### config.mk
export PLATFORM = sky130hd
export DESIGN_NAME = bnd_roster
export DESIGN_NICKNAME = d
export VERILOG_FILES = /design/src/rtl/bnd_pkg.sv /design/src/rtl/bnd_roster.sv
export SDC_FILE = /design/constraint.sdc
export NUM_CORES = 1
export LEC_CHECK = 0
export BUFFER_PORTS_ARGS = -buffer_cell sky130_fd_sc_hd__buf_2
export CAP_MARGIN = 20
export CORE_AREA = 3 3 40 42
export DETAILED_ROUTE_END_ITERATION = 8
export DIE_AREA = 0 0 43 45
export PLACE_DENSITY = 0.63
export SLEW_MARGIN = 20
export SYNTH_ARGS = -nofsm -noshare
export SYNTH_HDL_FRONTEND = slang
export SYNTH_SLANG_ARGS = --single-unit
### constraint.sdc
create_clock -name vclk -period 2.92
set_clock_uncertainty 0.15 [all_clocks]
set_input_delay 0.584 -clock vclk [all_inputs]
set_output_delay 0.584 -clock vclk [all_outputs]
set_load 0.02 [all_outputs]
### src/rtl/bnd_pkg.sv
package bnd_pkg;

  localparam int CLS_W    = 3;
  localparam int FMT_W    = 4;
  localparam int CODE_W   = 4;
  localparam int ROW_LEN  = 5;   // widest roster in the format table
  localparam int NUM_FMT  = 14;

  typedef enum logic [CLS_W-1:0] {
    C_NOP    = 3'd0,
    C_LOAD   = 3'd1,
    C_SST    = 3'd2,
    C_VST    = 3'd3,
    C_GATHER = 3'd4,
    C_QMAC   = 3'd5,
    C_FMA    = 3'd6,
    C_ALU    = 3'd7
  } op_cls_e;

  // Kind of issue lane a slot offers within a format
  typedef enum logic [3:0] {
    L_ABSENT,   // slot index beyond the roster
    L_FILLER,   // NOP-only padding
    L_ANY,      // single-instruction format
    L_LDST,     // full memory lane
    L_LDSTALU,  // memory lane that also takes ALU ops
    L_LD,       // load/gather lane
    L_LDSST,    // load/gather plus scalar store
    L_MUL,      // multiply lane
    L_MULFMA,   // multiply lane that also takes FP multiply-add
    L_ALU,      // ALU lane
    L_ALUFMA    // slot-3 ALU lane, takes FP multiply-add
  } lane_e;

  typedef enum logic [CODE_W-1:0] {
    E_NONE   = 4'd0,
    E_FORMAT = 4'd1,
    E_ABSENT = 4'd2,
    E_FILLER = 4'd3,
    E_STORE  = 4'd4,
    E_QMAC   = 4'd5,
    E_FMA    = 4'd6,
    E_MEM    = 4'd7,
    E_ALU    = 4'd8
  } err_e;

  function automatic logic is_store(op_cls_e c);
    return (c == C_SST) || (c == C_VST);
  endfunction

endpackage

### src/rtl/bnd_roster.sv
module bnd_roster
  import bnd_pkg::*;
#(
  parameter int NUM_SLOTS = 5
) (
  input  logic [FMT_W-1:0] fmt_i,
  output lane_e            lanes_o [NUM_SLOTS],
  output logic             fmt_ok_o
);

  lane_e row [ROW_LEN];

  always_comb begin
    for (int k = 0; k < ROW_LEN; k++) row[k] = L_ABSENT;
    fmt_ok_o = 1'b1;
    unique case (fmt_i)
      4'd0, 4'd1, 4'd2: row[0] = L_ANY;
      4'd3, 4'd9: begin
        row[0] = L_LDST; row[1] = L_LD; row[2] = L_MUL; row[3] = L_ALUFMA;
      end
      4'd4: begin
        row[0] = L_LD;  row[1] = L_ALU; row[2] = L_MUL;
        row[3] = L_ALUFMA; row[4] = L_ALU;
      end
      4'd5: begin
        row[0] = L_LDSTALU; row[1] = L_LD; row[2] = L_MUL; row[3] = L_ALUFMA;
      end
      4'd6, 4'd10: begin
        row[0] = L_LDST; row[1] = L_LD; row[2] = L_MULFMA; row[3] = L_ALUFMA;
      end
      4'd7: begin
        row[0] = L_LDST; row[1] = L_LD; row[2] = L_MUL;
        row[3] = L_ALUFMA; row[4] = L_ALU;
      end
      4'd8: begin
        row[0] = L_LDSST; row[1] = L_LD; row[2] = L_MUL; row[3] = L_ALUFMA;
      end
      4'd11: begin
        row[0] = L_LDST; row[1] = L_FILLER; row[2] = L_MULFMA;
      end
      4'd12: begin
        row[0] = L_LDST; row[1] = L_LD;
      end
      4'd13: begin
        row[0] = L_LDST; row[1] = L_FILLER; row[2] = L_FILLER; row[3] = L_ALUFMA;
      end
      default: fmt_ok_o = 1'b0;
    endcase
  end

  for (genvar k = 0; k < NUM_SLOTS; k++) begin : g_lane
    if (k < ROW_LEN) begin : g_real
      assign lanes_o[k] = row[k];
    end else begin : g_pad
      assign lanes_o[k] = L_ABSENT;
    end
  end

endmodule

# [Word-level counts from Yosys, hierarchy flattened]
# Cells that the tools add are included.
[classes] magnitude_cmp=0 n_eq_ne=13 addsub=0 bitwise=0 div=0 n_mux=6 mul=0 n_reduce_logical=10 n_shift=0
[op_table] op="equality test 4 bit (second input constant)" count=6
[op_table] op="case mux 4 bit (3 select lines)" count=2
[op_table] op="equality test 4 x 3 -> 1 bit (second input constant)" count=4
[op_table] op="OR reduction 8 bit" count=2
[op_table] op="case mux 3 bit (5 select lines)" count=1
[op_table] op="OR reduction 14 bit" count=1
[op_table] op="OR reduction 9 bit" count=1
[op_table] op="equality test 4 x 2 -> 1 bit (second input constant)" count=2
[op_table] op="two-way mux 4 bit" count=2
[op_table] op="OR reduction 3 bit" count=2
[op_table] op="OR reduction 6 bit" count=1
[op_table] op="equality test 4 x 1 -> 1 bit (second input constant)" count=1
[op_table] op="zero test 4 bit" count=1
[op_table] op="OR reduction 2 bit" count=2
[op_table] op="two-way mux 1 bit" count=1
[totals] elab_cells=29 rom_bits=0 ramBits=0 memories=0 inputBits=4 latch_bits=0 reg_bits=0

# [Depth between registers and ports, before layout]
# Gate-level depths: netlist of the first run.
[depth] word_depth=3 mapped_depth=4 mapped_depth_nobuf=2

# [Worst setup path before layout of the first run]
# OpenSTA, ideal clock, no wires.
[synth_path] path_kind="input port to output port" start="input port fmt_i[3]" end="output port lanes_o[10] in the netlist's numbering" n_path_buf=2 t_arrival_ps=1640 path_slack_ps=546 required_ps=2186 cell_stages=4 cell_sequence="buf_4 xnor2_1 o21ai_0 buf_4"
[synth_lines] element="start, declared" line_no="bnd_roster.sv:6" text="input logic [FMT_W-1:0] fmt_i,"
[synth_lines] element="end, declared" line_no="bnd_roster.sv:7" text="output lane_e lanes_o [NUM_SLOTS],"

==> qor.yml, run 1 <==
seq_power_share_pct: 0
syn_to_final_growth_pct: 9.88
required_ns: 2.19
final_cells: 67
synth_area_um2: 304
critPathMaxFanout: 15
post_cts_buffers: 0
overflow: 0
initial_core_util_pct: 23.7
min_to: "lanes_o[17]"
max_freq_mhz: 443
pwr-share-comb_pct: 100.0
drt_iter0_drc: 0
antenna_found_initial: 0
ant_nets: 0
dieHeight_um: 45
critPathKind: "primary input to output pin"
finalCritPeriodShare_pct: 77.4
clock_buffers: 0
wirelength_um: 640
placed_cell_area_um2: 334
vias: 287
die_w_um: 43
cts_resized: 0
cts_hold_buf: 0
drc: 0
viasPerCell: 4.28
powerDensity_mw_per_mm2: 227
core_area_mm2: 0.00128
synthCells: 41
multi_input_area_um2: 216
cp-start-kind: "primary input"
vdd_drop_max_mv: 0.0545
drv_slew: 0
p_clk_share_pct: 0
port_buffers: 19
gp_routability_congestion: 0.546
grt_max_degree: 16
grt_pass1_wl_um: 897
placedCellCount: 67
worstHoldPathType: "primary input to output pin"
ys_warn_count: 0
grt_usage_pct: 5.56
end_kind: "output pin"
grt_pass1_vias: 192
min_from: "fmt_i[2]"
avgSynthCellArea_um2: 7.42
die_area_mm2: 0.00194
leakagePower_nw: 0.168
io_pins: 25
seq_area_um2: 0
fillers: 151
synth_cell_types: 29
design.seq.count: 0
whs_path_depth: 3
fin_crit_ns: 2.26
tns_ns: 0
rsz0062_at_grt: "no"
switching_power_w: 0.0000506
internal_power_w: 0.0000251
status: "complete, no violations"
design_area_um2: 334
hold_violations: 0
fin_nets: 58
row_count: 13
hpwlAfterDp_um: 491
n_antenna_cell: 0
synth.yosys.seq_area_share_pct: 0
dr.pass1.iters: 1
setup_violations: 0
cp.arrival_ns: 1.53
p_sw_share_pct: 66.9
maxCapViolCount: 0
post_drt_wl_per_cell_um: 9.55
drive_gt1_share_pct: 44.2
[worst max path at each step]
stage / from / to / cells past startpoint / slack, ns
3_5_place_dp: fmt_i[3] / lanes_o[5] / 4 / 0.65
5_1_grt: fmt_i[3] / lanes_o[18] / 4 / 0.60
2_1_floorplan: fmt_i[3] / lanes_o[10] / 4 / 0.55
4_1_cts: fmt_i[3] / lanes_o[5] / 4 / 0.65
6_report: fmt_i[3] / lanes_o[5] / 4 / 0.66
3_3_place_gp: fmt_i[3] / lanes_o[5] / 4 / 0.68
[cell usage in the layout (no fill, tap or decap)]
master,netlist,layout
a21oi_2,1,1
a31oi_1,1,1
nand3b_1,1,1
o21ai_0,1,1
xnor2_1,2,2
or3_1,1,1
nand2_1,1,1
xor2_1,2,2
o211ai_1,1,1
o211a_1,1,1
conb_1,1,6
nor3_1,1,1
nand2b_1,1,1
a21oi_1,1,1
o21bai_1,1,1
o21a_1,1,1
and3b_2,1,1
nand3_1,1,1
inv_1,1,1
nor2b_1,1,1
buf_2,1,19
nor3b_1,1,1
maj3_1,1,1
a211oi_1,1,1
mux2_2,1,1
or3b_4,1,1
nor2_1,1,1
[area by class of cell]
class,instances,area share [%]
tap,15,5.62
multi-input combinational,32,64.8
timing repair buffer,19,28.5
inverter,1,1.12
[power groups by stage]
stage	logic, W	clock network [W]	registers [W]
final	0.0000757	0	0
after global routing	0.0000813	0	0
after detailed placement	0.0000764	0	0
after global placement	0.0000754	0	0
after floorplan	0.0000694	0	0
after CTS	0.0000766	0	0
[worst max-delay path, cell delays in order]
cell and delay [ns]:
buf_2 0.22, or3b_4 0.42, o211ai_1 0.10, buf_2 0.19
[routing by layer]
layer  track usage [%]  vias to the layer above  routed length [um]
li1                  -                      149                   -
met3             0.398                        0                  76
met4                 0                        0                   0
met1              8.33                      121                 286
met5                 0                        -                   0
met2              9.28                       17                 278
[stage by stage]
stage	hold WS (ns)	total power (W)	utilization, %	setup WS [ns]
global route	1.47	0.0000813	26.0	0.596
CTS	1.43	0.0000766	26.0	0.649
finish	1.42	0.0000757	26.0	0.660
detailed placement	1.43	0.0000764	26.0	0.650
global placement	1.42	0.0000754	26.0	0.676
floorplan	1.20	0.0000694	-	0.546
[cells by family (layout without fill, tap and decap cells)]
group	count (synthesis)	after routing	share of synthesized area [%]
other	1	6	1.23
adders and majority gates	1	1	3.29
and+or+nand+nor	11	11	23.9
muxes	1	1	3.70
buffers and inverters	14	20	35.0
AOI/OAI and AO/OA	9	9	21.4
xor gates and xnor gates	4	4	11.5
[cell usage after synthesis, types with 2 or more instances]
cell	n	share of area (%)
xnor2_1	2	5.8
buf_6	2	7.4
xor2_1	2	5.8
buf_4	10	25
Power figures use the tool's default switching activity.
==> inputs of run 2 (changes only) <==
ABC_AREA = 1   (was not set)
PLACE_DENSITY = 0.64   (was 0.63)
clock period = 1.94 ns   (was 2.92 ns; I/O delays follow)
==> qor.yml, run 2 <==
crit_top_cell: "buf_2"
dieHeight_um: 45  # unchanged
drive_gt1_share_pct: 32.5  # -12 points
io_pins: 25  # unchanged
layout_common_cells: "nand2_1 (19), buf_2 (19), inv_1 (9), nor2_1 (9), conb_1 (6)"
hold_violations: 0  # unchanged
fin_crit_ns: 1.79
port_buffers: 19  # unchanged
setup_violations: 0  # unchanged
synthCells: 62  # +51%
finalCritPeriodShare_pct: 92.3
ant_nets: 0  # unchanged
n_antenna_cell: 0  # unchanged
critPathKind: "primary input to output pin"
drt_iter0_drc: 7  # +7
clock_buffers: 0  # unchanged
hpwlAfterDp_um: 653  # +33%
cp-start-kind: "primary input"
syn_to_final_growth_pct: 23.3
antenna_found_initial: 0  # unchanged
worstHoldPathType: "primary input to output pin"
synth.most_common_cell: "nand2_1"
vdd_drop_max_mv: 0.0824  # +51%
initial_core_util_pct: 22.6  # -1.1 points
synth_top_area_cell: "nand2_1"
post_cts_buffers: 0  # unchanged
grt_max_degree: 8  # -8
drv_slew: 0  # unchanged
die_w_um: 43  # unchanged
synth_top_area_share_pct: 24.6  # -0.12 points
synth_cell_types: 13  # -55%
min_to: "fmt_ok_o"
crit_family: "simple AND/OR/NAND/NOR gates"
required_ns: 1.40  # -0.79 ns
netlist_top_cells_count: "nand2_1 (19), nor2_1 (10), buf_4 (9), inv_1 (9), o21ai_0 (4)"
row_count: 13  # unchanged
grt_pass1_wl_mm: 1.10  # +22%
synth.yosys.seq_area_share_pct: 0  # unchanged
cpPeakStageDelay_ns: 0.21  # -0.21 ns
crit_path_top_delay_cell: "nor2_2"
whs_path_depth: 3  # unchanged
ys_warn_count: 0  # unchanged
cp_cell_sequence: "buf_2, nor2_2, nand3_1, nand3_2, inv_1, nand2_1, buf_2"
drc: 0  # unchanged
design.seq.count: 0  # unchanged
end_kind: "output pin"
maxCapViolCount: 0  # unchanged
min_from: "fmt_i[1]"
critPathBufInv: 3  # +1
grt_pass1_vias: 283  # +47%
cp.arrival_ns: 1.25  # -0.28 ns
critPathMaxFanout: 7  # -8
post_drt_wl_per_cell_um: 7.78  # -19%
status: "complete, no violations"
wirelength_um: 716  # +12%
overflow: 0  # unchanged
max_freq_mhz: 558
fin_nets: 83  # +43%
gp_routability_congestion: 0.788  # +44%
viasPerCell: 4.00  # -6.6%
die_area_mm2: 0.00194  # unchanged
core_area_mm2: 0.00128  # unchanged
placedCellCount: 92  # +37%
leakagePower_nw: 0.271  # +62%
rsz0062_at_grt: "no"
avgSynthCellArea_um2: 4.68  # -37%
dr.pass1.iters: 2  # +1
seq_area_um2: 0  # unchanged
powerDensity_mw_per_mm2: 339  # +50%
vias: 368  # +28%
synth_area_um2: 290  # -4.5%
tns_ns: 0  # unchanged
whs_ns: 1.00  # -0.421 ns
synth_area_leaders: "nand2_1 (25%), buf_4 (23%), nor2_1 (13%)"
final_cells: 92  # +37%
grt_usage_pct: 6.80  # +1.2 points
==> run 2: cell types whose count changed after synthesis, sizes merged, moves of 2 or more <==
cell | previous run | this run
nand2 | 1 | 20
inv | 1 | 11
nor2 | 1 | 11
buf | 13 | 9
nand3 | 1 | 4
o21ai | 1 | 4
xnor2 | 2 | 0
xor2 | 2 | 0
==> run 2: worst min-delay path: stages <==
cell	delay (ns)
buf_2	0.14
nand2_1	0.08
buf_2	0.15
==> run 2: worst max-delay path by stage <==
stage | endpoint | slack, ns | start | cells after the start
2_1_floorplan | lanes_o[3] | 0.07 | fmt_i[3] | 4
3_3_place_gp | lanes_o[16] | 0.07 | fmt_i[1] | 7
5_1_grt | lanes_o[12] | 0.04 | fmt_i[1] | 6
6_report | lanes_o[12] | 0.15 | fmt_i[1] | 7
3_5_place_dp | lanes_o[0] | 0.06 | fmt_i[1] | 5
4_1_cts | lanes_o[12] | 0.06 | fmt_i[1] | 7
==> run 2: cell type report <==
cell class / count / area (um2)
fill: 155 / 927
tap: 15 / 18.8
timing repair buffer: 19 / 95.1
inverter: 11 / 41.3
multi-input combinational: 47 / 203
==> run 2: timing repair <==
action                                  4_1_cts  5_1_grt
gates resized for setup                       0        1
hold buffers                                  0        0
endpoints found under the setup margin        0        5
==> run 2: layer usage <==
| layer | part of all wire [%] | vias up | global-route usage (%) | wire length [um] |
|---|---|---|---|---|
| met2 | 50 | 11 | 13.2 | 355 |
| li1 | - | 201 | - | - |
| met4 | 0 | 0 | 0 | 0 |
| met1 | 42 | 156 | 8.57 | 303 |
| met5 | 0 | - | 0 | 0 |
| met3 | 8.1 | 0 | 0.797 | 58 |
==> run 2: kinds of logic (layout without fill, tap and decap cells) <==
family                 after synthesis  count (layout)  synth area share (%)
AND/OR/NAND/NOR                     36              36                  52.6
AO/OA/AOI/OAI                        5               5                  8.62
buffers and inverters               20              30                  37.5
other                                1               6                  1.29
==> run 2: stage by stage <==
step	util, %	worst slack, ns	instance area, um2	total power [W]
2_1_floorplan	-	0.0659	309	0.0000993
3_3_place_gp	27.7	0.0715	355	0.000121
3_5_place_dp	27.7	0.0597	355	0.000122
4_1_cts	27.7	0.0593	355	0.000122
5_1_grt	27.8	0.0430	358	0.000134
6_report	27.8	0.149	358	0.000121
==> run 2: where the power goes <==
| group | switching [W] | internal, W | total [W] | leakage, nW |
|---|---|---|---|---|
| logic | 0.0000866 | 0.0000348 | 0.000121 | 0.271 |
| registers | 0 | 0 | 0 | 0 |
| clock network | 0 | 0 | 0 | 0 |
| total | 0.0000866 | 0.0000348 | 0.000121 | 0.271 |
